<file path="config.mk">
export PLATFORM = sky130hd
export DESIGN_NAME = regmbox_bridge
export DESIGN_NICKNAME = d
export VERILOG_FILES = /design/src/rtl/regmbox_bridge.sv
export SDC_FILE = /design/constraint.sdc
export NUM_CORES = 1
export LEC_CHECK = 0
export CAP_MARGIN = 15
export CORE_ASPECT_RATIO = 0.9
export CORE_UTILIZATION = 43
export DETAILED_ROUTE_END_ITERATION = 10
export PLACE_DENSITY_LB_ADDON = 0.05
export SYNTH_ARGS = -nofsm -noshare
export SYNTH_HDL_FRONTEND = slang
export SYNTH_SLANG_ARGS = --single-unit
</file>
<file path="constraint.sdc">
create_clock -name clk -period 4.67 [get_ports clk]
set_input_delay 0.934 -clock clk [delete_from_list [all_inputs] [get_ports clk]]
set_output_delay 0.934 -clock clk [all_outputs]
set_load 0.1 [all_outputs]
</file>
<file path="src/rtl/regmbox_bridge.sv">
module regmbox_bridge #(
  parameter int DATA_W = 8,
  parameter int ADDR_W = 6,
  parameter int NAT_W  = 8
) (
  input  logic                       clk,
  input  logic                       rst_n,
  input  logic                       cpu_wr_en,
  input  logic [DATA_W+ADDR_W:0]     cpu_wdata,
  output logic [DATA_W+ADDR_W+1:0]   cpu_rdata,
  output logic                       ib_req,
  output logic                       ib_we,
  output logic [NAT_W-1:0]           ib_addr,
  output logic [DATA_W-1:0]          ib_wdata,
  input  logic [DATA_W-1:0]          ib_rdata,
  input  logic                       ib_ready
);
  localparam int RNW_B = DATA_W + ADDR_W;

  logic              busy, done, rnw_q;
  logic [NAT_W-1:0]  nat_q;
  logic [DATA_W-1:0] dat_q;

  logic [ADDR_W-1:0] idx;
  logic              cmd_rd;
  logic [NAT_W-1:0]  map_a;
  logic              map_ok;
  int                ai;

  assign idx    = cpu_wdata[RNW_B-1:DATA_W];
  assign cmd_rd = cpu_wdata[RNW_B];

  always_comb begin
    ai     = int'(idx);
    map_ok = 1'b1;
    map_a  = NAT_W'(ai);
    if (ai == 6)
      map_a = NAT_W'(10);
    else if (ai >= 7 && ai <= 10)
      map_a = NAT_W'(ai - 1);
    else if (ai == 15)
      map_a = NAT_W'(96);
    else if (ai >= 17 && ai <= 27)
      map_a = NAT_W'(ai + 1);
    else if (ai > 27) begin
      map_ok = 1'b0;
      map_a  = '0;
    end
  end

  always_ff @(posedge clk) begin
    if (!rst_n) begin
      busy  <= 1'b0;
      done  <= 1'b0;
      rnw_q <= 1'b0;
      nat_q <= '0;
      dat_q <= '0;
    end else if (busy) begin
      if (ib_ready) begin
        busy <= 1'b0;
        done <= 1'b1;
        if (rnw_q) dat_q <= ib_rdata;
      end
    end else if (cpu_wr_en) begin
      rnw_q <= cmd_rd;
      nat_q <= map_a;
      busy  <= map_ok;
      done  <= !map_ok;
      dat_q <= (cmd_rd && !map_ok) ? '0 : cpu_wdata[DATA_W-1:0];
    end
  end

  assign ib_req    = busy;
  assign ib_we     = !rnw_q;
  assign ib_addr   = nat_q;
  assign ib_wdata  = dat_q;
  assign cpu_rdata = {done, {(ADDR_W+1){1'b0}}, dat_q};
endmodule

</file>
# --- After elaboration in Yosys (flattened, before gate mapping) ---
# Cells that the tools add are included.
classes:
  bitwise_logic: 1
  order_cmp: 5
  add_sub_neg: 2
  n_eq_ne: 4
  muxes: 21
  n_reduce_logical: 9
ops:
  columns: ["op", "count"]
  rows:
  - ["$mux 8", 7]
  - ["$mux 7", 2]
  - ["$mux 1", 11]
  - ["$add 6x1->7 const B", 1]
  - ["$sub 6x1->7 const B", 1]
  - ["$eq 6x4->1 const B", 1]
  - ["$eq 6x5->1 const B", 1]
  - ["$ge 6x3->1 const B", 1]
  - ["$ge 6x5->1 const B", 1]
  - ["$gt 6x5->1 const B", 1]
  - ["$le 6x4->1 const B", 1]
  - ["$le 6x5->1 const B", 1]
  - ["$mux 6", 1]
  - ["$reduce_and 2->1", 2]
  - ["$logic_and 1x1->1", 3]
  - ["$reduce_and 3->1", 1]
  - ["$logic_not 1->1", 2]
  - ["$ne 2x1->1 const B", 1]
  - ["$ne 2x2->1 const B", 1]
  - ["$reduce_bool 2->1", 1]
  - ["$not 1->1", 1]
word_totals:
  wordCells: 47
  out_inout_bits: 34
  reg_bits: 19

# --- Depth between registers and ports, before layout ---
logic_depth:
  depth_word: 11
  ltp_mapped: 7
  ltp_nobuf: 7

# --- Least setup slack after synthesis ---
# No wires, ideal clock.
synth_path:
  path_type: "input to register"
  startpoint: "input cpu_wdata[8]"
  endpoint: "register nat_q[3] (netlist: ib_addr[3])"
  path_stages: 6
  setup_ps: 75
  required_time_ps: 4595
  path_slack_ps: 2335
  arrival_ps: 2260
  n_path_buf: 0
  cell_sequence: "ha_1 > nor2b_1 > o21a_1 > and3_1 > or4b_1 > a31oi_1"
synth_between:
  elab_chain_len: 6
synth_lines:
  columns: ["element", "line", "rtl"]
  rows:
  - ["start, declared", "9", "input logic [DATA_W+ADDR_W:0] cpu_wdata,"]
  - ["$gt 6x5->1 (tied with other cells)", "45", "else if (ai > 27) begin"]
  - ["$mux 6 / $logic_and 1x1->1 (equally long branches)", "45, 43", null]
  - ["$mux 7", "43", "else if (ai >= 17 && ai <= 27)"]
  - ["$mux 7", "41", "else if (ai == 15)"]
  - ["$mux 8", "39", "else if (ai >= 7 && ai <= 10)"]
  - ["$mux 8 (*)", "37", "if (ai == 6)"]
  - ["end signal, assigned", "66", "nat_q <= map_a;"]
  - ["end, declared", "21", "logic [NAT_W-1:0] nat_q;"]
# Mark *: on every way between the ends. The rest lies on a longest branch, timed or not.
# A chain may end at the register's enable or synchronous reset.

# --- Worst setup path in the final report ---
layout_path:
  startpoint: "register busy (netlist: ib_req)"
  endpoint: "output ib_req"
layout_lines:
  columns: ["element", "line", "rtl"]
  rows:
  - ["start, declared", "20", "logic busy, done, rnw_q;"]
  - ["start signal, assigned", "67", "busy <= map_ok;"]
  - ["end, declared", "11", "output logic ib_req,"]
# No word-level cell between the ends.

==> out/results.ini <==
[status]
status = complete, but fails checks
violations = DRC

[logic_synthesis]
synth_area_leaders = dfxtp_1, buf_4, o21ai_0, ha_1, a22oi_1
yosys_warnings = 0
postSynth.asyncResetShare_pct = 0
ys_seq_area_share_pct = 31.5
synth_flop_cell = dfxtp_1
netlist_area_sq_mm = 0.00121
synthCells = 152
ys_types = 38
syn_avg_cell_area_sq_um = 7.95
synth_edf_count = 0
ys_ff_latch = 19
synth_top_area_share_pct = 31.5
synth_area_leader_cell = dfxtp_1

[sta]
fin_crit_sh_pct = 66.5
rsz0062_at_grt = no
setup_viol = 0
fmax_mhz = 322
tightest_slew_ns = 0.985
fin_tns_setup_ns = 0
slew_headroom_pct = 34.2
clock_skew_ns = 0.0124
finalCriticalPeriod_ns = 3.10
finalMaxSlewViolations = 0
hold_viol_final = 0

[worst_setup_path]
arrival_ns = 2.17
r2r_setup_slack_ns = 2.75
cp_slowest_cell = clkdlybuf4s50_1
crit_path_start_kind = register
worstPathRequired_ns = 3.74
worst-path-buf-inv = 1
cp_cell_sequence = clkdlybuf4s50_1
crit_path_end_kind = output port
path_delay_family = buffers and inverters
reg2reg_depth = 4
worst-path-max-fanout = 15
max_stage_delay_ns = 1.23
rr_endpoint = ib_wdata[0]
crit_type = register to output port
r2r-start = ib_req

[clock_tree]
clk_pin_slew_ns = 0.10
cts.sinks = 19
ctsHoldBuffers = 0
cts_tree = done
cts_setup_buffers = 0
root_buffer = clkbuf_4
cts.htree.levels = 1
clockBufferDepth = 2
clk-insertion-delay-late_ns = 0.29
post_cts_resized = 0
cts_buffers = 3

[pwr]
p_leak_nw = 0.660
power_density_mw_per_mm2 = 312
ir_drop_mv = 0.166

[cells_and_area]
num_antenna_cells = 0
fin_util_pct = 65.2
drive_gt1_share_pct = 2.62
nets = 224
area_delta_synth_final_pct = 37.7
fillCellCount = 246

[detailed_routing]
route.detailed.drc = 3
drt-wirelength-per-cell_microns = 14.0
vias = 1190
drt_wl_total_mm = 3.06
first_pass_iters = 9
drt-vias-per-instance = 5.43
drt_iter0_markers = 74
antenna_left = 0

[floorplanning]
die_y_microns = 52.3
die_w_microns = 57.9
start_util_pct = 47.4
dieArea_sq_mm = 0.00303
ios = 61
num_rows = 17
core_region_area_sq_mm = 0.00255

[place]
dp.final_hpwl_mm = 2.31
gp_congestion = 0.930
portBuffers = 53

[grt]
grt_max_degree = 23
antenna_found_initial = 0
grt_pass1_vias = 1010
grt_pass1_wl_mm = 4.75
gr-usage-all-layers_pct = 20.6
grt_overflow = 0

[hold_path]
holdPathEnd = ib_addr[6]
holdPathStages = 2
hp-start = ib_addr[6]
hold_path_class = register to register

[flow_run]
maxCapViolations = 0

[layer usage]
| metal | up-vias | GRT usage (%) | routed length, microns |
|---|---|---|---|
| met5 | - | 0 | 0 |
| met1 | 535 | 28.0 | 1390 |
| met4 | 0 | 4.76 | 16 |
| met2 | 56 | 32.8 | 1440 |
| met3 | 2 | 5.19 | 215 |
| li1 | 597 | - | - |
[cells by family (layout without fill, tap and decap cells)]
kind of cell	count (synthesis)	in the layout	synth area share (%)
and+or+nand+nor	47	47	20.9
other	1	7	0.310
DFF	19	19	31.5
adders and majority gates	5	5	5.18
AOI/OAI and AO/OA	51	51	27.4
buffers and inverters	29	62	14.7
[registers in the layout (all words and copies together) (netlist names)]
| register | count |
|---|---|
| rnw_q | 1 |
| ib_req | 1 |
| ib_wdata | 8 |
| ib_addr | 8 |
| done | 1 |
[power by group]
group	internal, mW	switching, mW
combinational	0.0658	0.189
sequential	0.173	0.00850
clock	0.0331	0.0508
total	0.272	0.248
[cell usage after synthesis (all sizes together), types with 3 or more instances]
library cell   n
a21oi         11
a21boi         5
dfxtp         19
buf           18
ha             5
a31oi          3
clkbuf         6
nand2         13
inv            5
nand3          6
nand2b         6
a22oi          8
and3           4
o21ai         13
nor2           4
[worst max path at each step]
stage,start,cells past startpoint,end
floorplan,cpu_wdata[8],6,ib_addr[3]
detailed placement,cpu_wdata[8],7,ib_wdata[0]
global route,ib_req,1,ib_req
CTS,ib_req,1,ib_req
global placement,cpu_wdata[9],7,ib_wdata[7]
finish,ib_req,1,ib_req
[through the flow]
step / total power, mW / hold WS (ns) / instance area (sq um) / setup WS [ns] / instances
5_1_grt: 0.541 / 0.508 / 1660 / 1.47 / 219
6_report: 0.519 / 0.472 / 1660 / 1.57 / 219
3_5_place_dp: 0.438 / 0.466 / 1640 / 1.54 / 215
4_1_cts: 0.520 / 0.481 / 1660 / 1.57 / 219
2_1_floorplan: 0.386 / 0.457 / 1230 / 2.34 / 158
3_3_place_gp: 0.436 / 0.455 / 1640 / 1.57 / 215
[layout by cell type, fill, tap and decap left out, drive strengths merged, types with 4 or more instances in the layout]
cell and n:
clkdlybuf4s50 53, nor2 4, a21oi 11, a21boi 5
inv 5, nand2b 6, dfxtp 19, nand2 13
and3 4, nand3 6, a22oi 8, clkbuf 4
o21ai 13, conb 7, ha 5
[final cells by class]
type / instances / area, sq um / share of cell area, %
multi-input cells: 110 / 673 / 40.5
repair buffers: 53 / 531 / 31.9
flip-flops and latches: 19 / 380 / 22.9
well taps: 28 / 35.0 / 2.11
clock buffers: 4 / 26.3 / 1.58
inverters: 5 / 18.8 / 1.13
No activity file was read; power rests on OpenSTA's default activity.
